File: src/rtl/prio_intc_pkg.sv
package prio_intc_pkg;

    typedef enum logic [1:0] {
        SRC_NONE = 2'd0,
        SRC_NMI  = 2'd1,
        SRC_EXT  = 2'd2,
        SRC_PER  = 2'd3
    } src_kind_e;

endpackage

File: src/rtl/intc_pin_capture.sv
module intc_pin_capture (
    input  logic clk,
    input  logic rst_n,
    input  logic pin_n,
    input  logic edge_mode,
    input  logic clr,
    output logic req
);

    typedef struct packed {
        logic s1;
        logic s2;
        logic prev;
        logic flag;
    } cap_t;

    cap_t q, d;
    logic fall;

    assign fall = q.prev & ~q.s2;

    always_comb begin
        d      = q;
        d.s1   = pin_n;
        d.s2   = q.s1;
        d.prev = q.s2;
        if (!edge_mode) begin
            d.flag = 1'b0;
        end else if (fall) begin
            d.flag = 1'b1;
        end else if (clr) begin
            d.flag = 1'b0;
        end
    end

    always_ff @(posedge clk or negedge rst_n) begin
        if (!rst_n) begin
            q <= '{s1: 1'b1, s2: 1'b1, prev: 1'b1, flag: 1'b0};
        end else begin
            q <= d;
        end
    end

    assign req = edge_mode ? q.flag : ~q.s2;


    edge_set_wins_chk: assert property (@(posedge clk) disable iff (!rst_n)
        (edge_mode && fall) |=> (req || !edge_mode));


    level_no_latch_chk: assert property (@(posedge clk) disable iff (!rst_n)
        (!edge_mode && q.s1 && q.s2) |=> (!req || edge_mode));

endmodule

File: src/rtl/intc_nmi_capture.sv
module intc_nmi_capture (
    input  logic clk,
    input  logic rst_n,
    input  logic standby,
    input  logic nmi_in,
    input  logic clr,
    output logic pend
);

    typedef struct packed {
        logic s1;
        logic s2;
        logic prev;
        logic pend;
    } nmi_t;

    nmi_t q, d;
    logic rise;

    assign rise = q.s2 & ~q.prev;

    always_comb begin
        d      = q;
        d.s1   = nmi_in;
        d.s2   = q.s1;
        d.prev = q.s2;
        if (standby) begin
            d.pend = 1'b0;
        end else if (rise) begin
            d.pend = 1'b1;
        end else if (clr) begin
            d.pend = 1'b0;
        end
    end

    always_ff @(posedge clk or negedge rst_n) begin
        if (!rst_n) begin
            q <= '0;
        end else begin
            q <= d;
        end
    end

    assign pend = q.pend;


    standby_block_chk: assert property (@(posedge clk) disable iff (!rst_n)
        standby |=> !pend);


    nmi_ack_clear_chk: assert property (@(posedge clk) disable iff (!rst_n)
        (clr && !rise) |=> !pend);

endmodule

File: src/rtl/intc_prio_pick.sv
module intc_prio_pick
    import prio_intc_pkg::*;
#(
    parameter int N_EXT    = 4,
    parameter int N_PER    = 4,
    parameter int VEC_W    = 8,
    parameter int IDX_W    = 2,
    parameter int VEC_NMI  = 2,
    parameter int EXT_BASE = 16,
    parameter int PER_BASE = 32
) (
    input  logic             nmi_req,
    input  logic [N_EXT-1:0] ext_req,
    input  logic [N_PER-1:0] per_req,
    output logic             valid,
    output logic [VEC_W-1:0] vec,
    output src_kind_e        kind,
    output logic [IDX_W-1:0] idx
);

    always_comb begin
        valid = 1'b0;
        vec   = '0;
        kind  = SRC_NONE;
        idx   = '0;
        for (int j = N_PER - 1; j >= 0; j--) begin
            if (per_req[j]) begin
                valid = 1'b1;
                vec   = VEC_W'(PER_BASE + j);
                kind  = SRC_PER;
                idx   = IDX_W'(j);
            end
        end
        for (int i = N_EXT - 1; i >= 0; i--) begin
            if (ext_req[i]) begin
                valid = 1'b1;
                vec   = VEC_W'(EXT_BASE + i);
                kind  = SRC_EXT;
                idx   = IDX_W'(i);
            end
        end
        if (nmi_req) begin
            valid = 1'b1;
            vec   = VEC_W'(VEC_NMI);
            kind  = SRC_NMI;
            idx   = '0;
        end
    end

endmodule

File: src/rtl/prio_intc.sv
module prio_intc
    import prio_intc_pkg::*;
#(
    parameter int N_EXT    = 4,
    parameter int N_PER    = 4,
    parameter int VEC_W    = 8,
    parameter int VEC_NMI  = 2,
    parameter int EXT_BASE = 16,
    parameter int PER_BASE = 32
) (
    input  logic             clk,
    input  logic             rst_n,
    input  logic             standby,
    input  logic             nmi_in,
    input  logic [N_EXT-1:0] ext_pin_n,
    input  logic [N_EXT-1:0] ext_edge_sel,
    input  logic [N_EXT-1:0] ext_en,
    input  logic             flag_clr_we,
    input  logic [N_EXT-1:0] flag_clr_sel,
    input  logic [N_PER-1:0] per_irq,
    input  logic [N_PER-1:0] per_en,
    input  logic             cpu_mask,
    input  logic             ack,
    output logic             irq_out,
    output logic [VEC_W-1:0] vec_out
);

    localparam int MAXN  = (N_EXT > N_PER) ? N_EXT : N_PER;
    localparam int IDX_W = (MAXN > 1) ? $clog2(MAXN) : 1;

    typedef struct packed {
        logic             irq;
        logic [VEC_W-1:0] vec;
        src_kind_e        kind;
        logic [IDX_W-1:0] idx;
    } out_t;

    out_t q, d;

    logic             nmi_pend;
    logic             nmi_clr;
    logic             ack_take;
    logic [N_EXT-1:0] ext_raw;
    logic [N_EXT-1:0] ext_clr;
    logic [N_EXT-1:0] ext_live;
    logic [N_PER-1:0] per_live;
    logic             pick_valid;
    logic [VEC_W-1:0] pick_vec;
    src_kind_e        pick_kind;
    logic [IDX_W-1:0] pick_idx;

    assign ack_take = q.irq & ack;
    assign nmi_clr  = ack_take && (q.kind == SRC_NMI);
    assign ext_live = ext_raw & ext_en & {N_EXT{~cpu_mask}};
    assign per_live = per_irq & per_en & {N_PER{~cpu_mask}};

    genvar gi;
    generate
        for (gi = 0; gi < N_EXT; gi++) begin : g_pin
            assign ext_clr[gi] = (ack_take && (q.kind == SRC_EXT) && (q.idx == IDX_W'(gi)))
                               || (flag_clr_we && flag_clr_sel[gi]);
            intc_pin_capture u_cap (
                .clk       (clk),
                .rst_n     (rst_n),
                .pin_n     (ext_pin_n[gi]),
                .edge_mode (ext_edge_sel[gi]),
                .clr       (ext_clr[gi]),
                .req       (ext_raw[gi])
            );
        end
    endgenerate

    intc_nmi_capture u_nmi (
        .clk     (clk),
        .rst_n   (rst_n),
        .standby (standby),
        .nmi_in  (nmi_in),
        .clr     (nmi_clr),
        .pend    (nmi_pend)
    );

    intc_prio_pick #(
        .N_EXT    (N_EXT),
        .N_PER    (N_PER),
        .VEC_W    (VEC_W),
        .IDX_W    (IDX_W),
        .VEC_NMI  (VEC_NMI),
        .EXT_BASE (EXT_BASE),
        .PER_BASE (PER_BASE)
    ) u_pick (
        .nmi_req (nmi_pend),
        .ext_req (ext_live),
        .per_req (per_live),
        .valid   (pick_valid),
        .vec     (pick_vec),
        .kind    (pick_kind),
        .idx     (pick_idx)
    );

    always_comb begin
        d = q;
        if (ack_take) begin
            d.irq = 1'b0;
        end else if (!q.irq && pick_valid) begin
            d.irq  = 1'b1;
            d.vec  = pick_vec;
            d.kind = pick_kind;
            d.idx  = pick_idx;
        end
    end

    always_ff @(posedge clk or negedge rst_n) begin
        if (!rst_n) begin
            q <= '{irq: 1'b0, vec: '0, kind: SRC_NONE, idx: '0};
        end else begin
            q <= d;
        end
    end

    assign irq_out = q.irq;
    assign vec_out = q.vec;


    hold_until_ack_chk: assert property (@(posedge clk) disable iff (!rst_n)
        (irq_out && !ack) |=> (irq_out && $stable(vec_out)));


    drop_after_ack_chk: assert property (@(posedge clk) disable iff (!rst_n)
        (irq_out && ack) |=> !irq_out);


    mask_block_chk: assert property (@(posedge clk) disable iff (!rst_n)
        (!irq_out && cpu_mask && !nmi_pend) |=> !irq_out);


    enable_gate_chk: assert property (@(posedge clk) disable iff (!rst_n)
        (!irq_out && !nmi_pend && ((ext_raw & ext_en) == '0) && ((per_irq & per_en) == '0))
        |=> !irq_out);


    nmi_first_chk: assert property (@(posedge clk) disable iff (!rst_n)
        (!irq_out && nmi_pend) |=> (irq_out && vec_out == VEC_W'(VEC_NMI)));

endmodule

File: config.mk
export PLATFORM = sky130hd
export DESIGN_NAME = prio_intc
export DESIGN_NICKNAME = d
export VERILOG_FILES = /design/src/rtl/prio_intc_pkg.sv /design/src/rtl/intc_pin_capture.sv /design/src/rtl/intc_nmi_capture.sv /design/src/rtl/intc_prio_pick.sv /design/src/rtl/prio_intc.sv
export SDC_FILE = /design/constraint.sdc
export NUM_CORES = 1
export LEC_CHECK = 0
export BUFFER_PORTS_ARGS = -buffer_cell sky130_fd_sc_hd__buf_2
export CORE_ASPECT_RATIO = 1.75
export CORE_MARGIN = 2
export CORE_UTILIZATION = 30
export CTS_CLUSTER_DIAMETER = 100
export DETAILED_ROUTE_END_ITERATION = 16
export HOLD_SLACK_MARGIN = 0.15
export PLACE_DENSITY = 0.58
export SLEW_MARGIN = 20
export SYNTH_ARGS = -nofsm -noshare
export SYNTH_HDL_FRONTEND = slang
export SYNTH_SLANG_ARGS = --single-unit
File: constraint.sdc
create_clock -name clk -period 2.2 [get_ports clk]
set_input_delay 0.22 -clock clk [delete_from_list [all_inputs] [get_ports clk]]
set_output_delay 0.22 -clock clk [all_outputs]
set_load 0.05 [all_outputs]
Yosys cells after proc, flatten, opt, wreduce, memory -nomap -nowiden
Cells that the tools add are included.

cells by class
  equal/unequal tests = 9
  multiplexer cells = 56
  bitwise logic cells = 17
  reduce and logical (&&, ||, !) cells = 20

operators by type and width
  cell                                                                    number
  6-bit two-way mux                                                       9
  2-bit two-way mux                                                       17
  1-bit two-way mux                                                       29
  4-bit AND                                                               4
  13-bit two-way mux                                                      1
  3-bit by 1-bit != test with 1-bit output (second input constant)        4
  1-bit logical AND                                                       11
  1-bit NOT                                                               7
  1-bit AND                                                               6
  2-bit equality test (second input constant)                             3
  2-bit by 1-bit equality test with 1-bit output (second input constant)  2
  1-bit logical OR                                                        4
  3-bit nonzero test                                                      1
  2-bit zero test                                                         1
  2-bit AND reduction                                                     1
  2-bit nonzero test                                                      1
  1-bit zero test                                                         1

word-level totals
  flip-flop bits (word level) = 33
  input port bits = 31
  output and inout port bits = 9
  logic and storage cells = 126

Longest topological paths before layout
  depth in word-level cells = 14
  mapped depth = 5
  gate-level depth less buffers = 5

Modules after synthesis
Synthesis repeated with hierarchy kept, for this count alone.

unflattened totals
  cell total of the unflattened synthesis = 134
  area total of the unflattened synthesis = 1601.5 um^2

modules (own cells, without submodules)
  module            instances  cells an instance  area an instance (um^2)  sequential area each (um^2)
  prio_intc         1          62                 732.0                    325.3
  intc_pin_capture  4          9                  143.9                    103.8
  intc_prio_pick    1          29                 172.7                    0.0
  intc_nmi_capture  1          7                  121.4                    100.1

Worst setup path after synthesis
OpenSTA, ideal clock, no wires.

  path type = register -> register
  start = register q (netlist bit irq_out)
  end = register g_pin[0].u_cap.q[0] in the netlist's numbering
  data arrival time = 1.474 ns
  data required time = 2.059 ns
  slack = 0.584 ns
  cell stages (with the launch flop) = 5
  buffers on the path = 0
  clock period less this slack = 1.616 ns
  cells stage by stage = dfrtp_1 > nand2_1 > or3_1 > o311ai_0 > a21boi_0

on the way
  longest elaborated chain between the ends = 5

RTL lines
  what                                                line                    text
  start: declaration                                  prio_intc.sv:38         out_t q, d;
  start signal: assignment                            prio_intc.sv:114        q <= '{irq: 1'b0, vec: '0, kind: SRC_NONE, idx: '0};
  1-bit AND                                           prio_intc.sv:52         assign ack_take = q.irq & ack;
  1-bit logical AND (2 in a row)                      prio_intc.sv:60         assign ext_clr[gi] = (ack_take && (q.kind == SRC_EXT) && (q.idx == IDX_W'(gi)))
  1-bit logical OR                                    prio_intc.sv:61         || (flag_clr_we && flag_clr_sel[gi]);
  3-bit by 1-bit != test with 1-bit output (no line)  -
  end signal: assignment                              intc_pin_capture.sv:38  q <= '{s1: 1'b1, s2: 1'b1, prev: 1'b1, flag: 1'b0};
  end: declaration                                    intc_pin_capture.sv:17  cap_t q, d;

No other way between the ends.
A chain may end at the register's enable or synchronous reset.

Worst setup path in the final report
  start = register g_pin[3].u_cap.q (netlist bit g_pin[3].u_cap.d[1])
  end = register q (netlist bit vec_out[1])

on the way
  longest elaborated chain between the ends = 11
  elaborated cells between the ends (all ways) = 16

RTL lines
  what                            line                    text
  start: declaration              intc_pin_capture.sv:17
  start signal: assignment        intc_pin_capture.sv:38
  1-bit NOT *                     intc_pin_capture.sv:44  assign req = edge_mode ? q.flag : ~q.s2;
  1-bit two-way mux *             intc_pin_capture.sv:44
  4-bit AND * (2 in a row)        prio_intc.sv:54         assign ext_live = ext_raw & ext_en & {N_EXT{~cpu_mask}};
  1-bit two-way mux (4 in a row)  intc_prio_pick.sv:35    if (ext_req[i]) begin
  1-bit two-way mux               intc_prio_pick.sv:42    if (nmi_req) begin
  1-bit logical AND               prio_intc.sv:104        end else if (!q.irq && pick_valid) begin
  2-bit AND reduction (no line)   -

Every way passes the cells marked *; elsewhere a longest branch is shown, timed or not.

==> results.json <==
{
  "status": "completed",
  "area_delta_synth_final_pct": 25.6,
  "wl_um": 2860,
  "fmax_ghz": 0.568,
  "final_max_slew_viol_count": 0,
  "n_antenna_cell": 0,
  "cts_resized": 0,
  "drc_errors": 0,
  "track_usage": 0.139,
  "worstPathMaxFanout": 7,
  "top_layer": "met4",
  "r2r-end": "vec_out[1]",
  "met1_length_um": 1060,
  "wl_met3_um": 129,
  "clockRootBuffer": "clkbuf_8",
  "tritoncts": "built",
  "clkLatencyLatePin_ns": 0.28,
  "hold_start": "ext_edge_sel[2]",
  "dieArea_mm2": 0.00491,
  "worstHoldEndpoint": "g_pin[2].u_cap.q[0]",
  "initial_utilization": 0.314,
  "setup_viol": 0,
  "cpMaxStageDelayCell": "dfstp_2",
  "whs_ns": 0.171,
  "ys_types": 40,
  "grt_max_degree": 29,
  "wl_met2_um": 1580,
  "antenna_found_initial": 0,
  "firstDrtPassIters": 4,
  "netlist_instances": 121,
  "layout_commonest_cell": "buf_2",
  "route.detailed.vias_per_inst": 4.87,
  "path_delay_family": "simple AND/OR/NAND/NOR gates",
  "drt_iter0_markers": 27,
  "max-vdd-ir-drop_uv": 465,
  "ys_ff_latch": 28,
  "ys_async_sr_fraction": 1.00,
  "p_leak_nw": 0.757,
  "fin_crit_sh": 0.801,
  "whs_path_depth": 2,
  "synth_ff_type": "dfrtp_1",
  "design_area_mm2": 0.00164,
  "grt_pass1_wl_um": 5030,
  "first_global_vias": 1171,
  "startpoint_type": "flop",
  "dpl-instance-area_mm2": 0.00149,
  "finalSetupTns_ns": 0,
  "io_buffers": 35,
  "clk_path_buf_depth": 2,
  "fin_crit_ns": 1.76,
  "reg2reg_depth": 5,
  "fin_cells": 211,
  "hold_violations": 0,
  "die_w_um": 53.8,
  "regToRegSetupSlack_ns": 0.44,
  "cp_num_buf_inv": 1,
  "cp.arrival_ns": 1.92,
  "syn_avg_cell_area_um2": 10.8,
  "synth-edff-count": 0,
  "ant_nets": 0,
  "syn_area_mm2": 0.00130,
  "layout-drive-gt1-share": 0.346,
  "yosysWarningCount": 0,
  "coreArea_mm2": 0.00415,
  "cp_slowest_stage_delay_ns": 0.54,
  "numCtsBuffers": 3,
  "cp.depth": 5,
  "fill_cells": 417,
  "dr_total_vias": 1028,
  "p_per_area_mw_per_mm2": 940,
  "rows": 31,
  "cts_sinks": 28,
  "worstMarginPinSlew_ns": 0.618,
  "layout_common_cells": "35 x buf_2, 16 x dfrtp_1, 12 x nor2_1, 12 x nand2_1, 12 x dfstp_2",
  "end_kind": "flop",
  "slew-limit-headroom": 0.588,
  "place_congestion": 0.819,
  "skew_ns": 0.00306,
  "place_inst": 200,
  "seq_area_frac_synth": 0.549,
  "hp-class": "in -> reg",
  "htreeDepth": 1,
  "crit_required_ns": 2.36,
  "rsz0062_at_grt": "false",
  "chipHeight_um": 91.2,
  "crit_type": "reg -> reg",
  "avgRoutedWirePerCell_um": 13.6,
  "crit_path_cell_trace": "inv_1 -> o2111ai_1 -> nor4b_4 -> and2_1 -> a222oi_1",
  "path_clk_slew_ns": 0.09,
  "register_area_um2": 716,
  "layout.nets": 194,
  "finalPower_mw": 1.54,
  "hpwlAfterDp_um": 2250,
  "grt_remaining_overflow": 0,
  "reg2reg_from": "g_pin[3].u_cap.d[1]",
  "max_cap_viol_count": 0,
  "multi_input_area_um2": 515,
  "num_io_pins": 40
}
what timing repair did:
action | in CTS | in global routing
endpoints found under the setup margin | 0 | 0
endpoints found under the hold margin | 22 | 0
buffers inserted | 0 | 0
hold buffers | 7 | 0
report_power, final:
group          switching, mW  internal [mW]  total [mW]
Clock                  0.159          0.244       0.403
Combinational          0.295          0.155       0.450
Sequential            0.0781          0.605       0.684
how the worst max path moves through the flow:
stage / startpoint / to / slack [ns]
global route: g_pin[3].u_cap.d[1] / vec_out[1] / 0.30
floorplan: irq_out / g_pin[0].u_cap.q[0] / 0.58
finish: g_pin[3].u_cap.d[1] / vec_out[1] / 0.44
global placement: g_pin[3].u_cap.d[1] / vec_out[1] / 0.52
CTS: g_pin[3].u_cap.d[1] / vec_out[1] / 0.45
detailed placement: g_pin[3].u_cap.d[1] / vec_out[1] / 0.47
synthesized netlist by cell type (2+ instances only):
| library cell | count | area, um2 |
|---|---|---|
| nor2_1 | 12 | 45.0 |
| nand2b_1 | 4 | 25.0 |
| a32oi_1 | 2 | 17.5 |
| dfstp_2 | 12 | 315 |
| dfrtp_1 | 16 | 400 |
| a21boi_0 | 2 | 15.0 |
| a21oi_1 | 5 | 25.0 |
| inv_1 | 4 | 15.0 |
| a2bb2oi_1 | 2 | 17.5 |
| o21ai_1 | 3 | 15.0 |
| a311o_1 | 2 | 20.0 |
| and2_1 | 4 | 25.0 |
| buf_4 | 8 | 60.1 |
| o31ai_1 | 2 | 15.0 |
| o21a_1 | 2 | 15.0 |
| nor2b_1 | 5 | 31.3 |
| nand2_1 | 12 | 45.0 |
| a41oi_1 | 2 | 17.5 |
layer usage:
layer / global-route usage / up-vias
met4: 0.0791 / 0
met1: 0.160 / 486
li1: - / 500
met5: 0 / -
met2: 0.234 / 35
met3: 0.0164 / 7
area by class of cell:
cell class,count,share of cell area
Clock buffer,3,0.0252
Clock inverter,1,0.0184
Inverter,5,0.0115
Multi-Input combinational cell,82,0.315
Sequential cell,28,0.438
Tap cell,49,0.0375
Timing Repair Buffer,43,0.155
flip-flops by register name, indices dropped and copies added (netlist names):
register,flops
u_nmi.d,2
u_nmi.pend,1
g_pin.u_cap.d,8
g_pin.u_cap.q,8
irq_out,1
u_nmi.q,1
vec_out,3
q,4
kinds of logic after synthesis:
family          Yosys count  synth area share
buf+inv                  14            0.0634
flops                    28             0.549
simple gates             44             0.179
other cells               1           0.00288
compound gates           34             0.206
metrics by stage:
stage / setup WS, ns / util
after CTS: 0.448 / 0.394
after global placement: 0.515 / 0.360
final: 0.438 / 0.394
after detailed placement: 0.469 / 0.360
after global routing: 0.305 / 0.394
after floorplan: 0.584 / -
(Power assumes the default switching activity.)
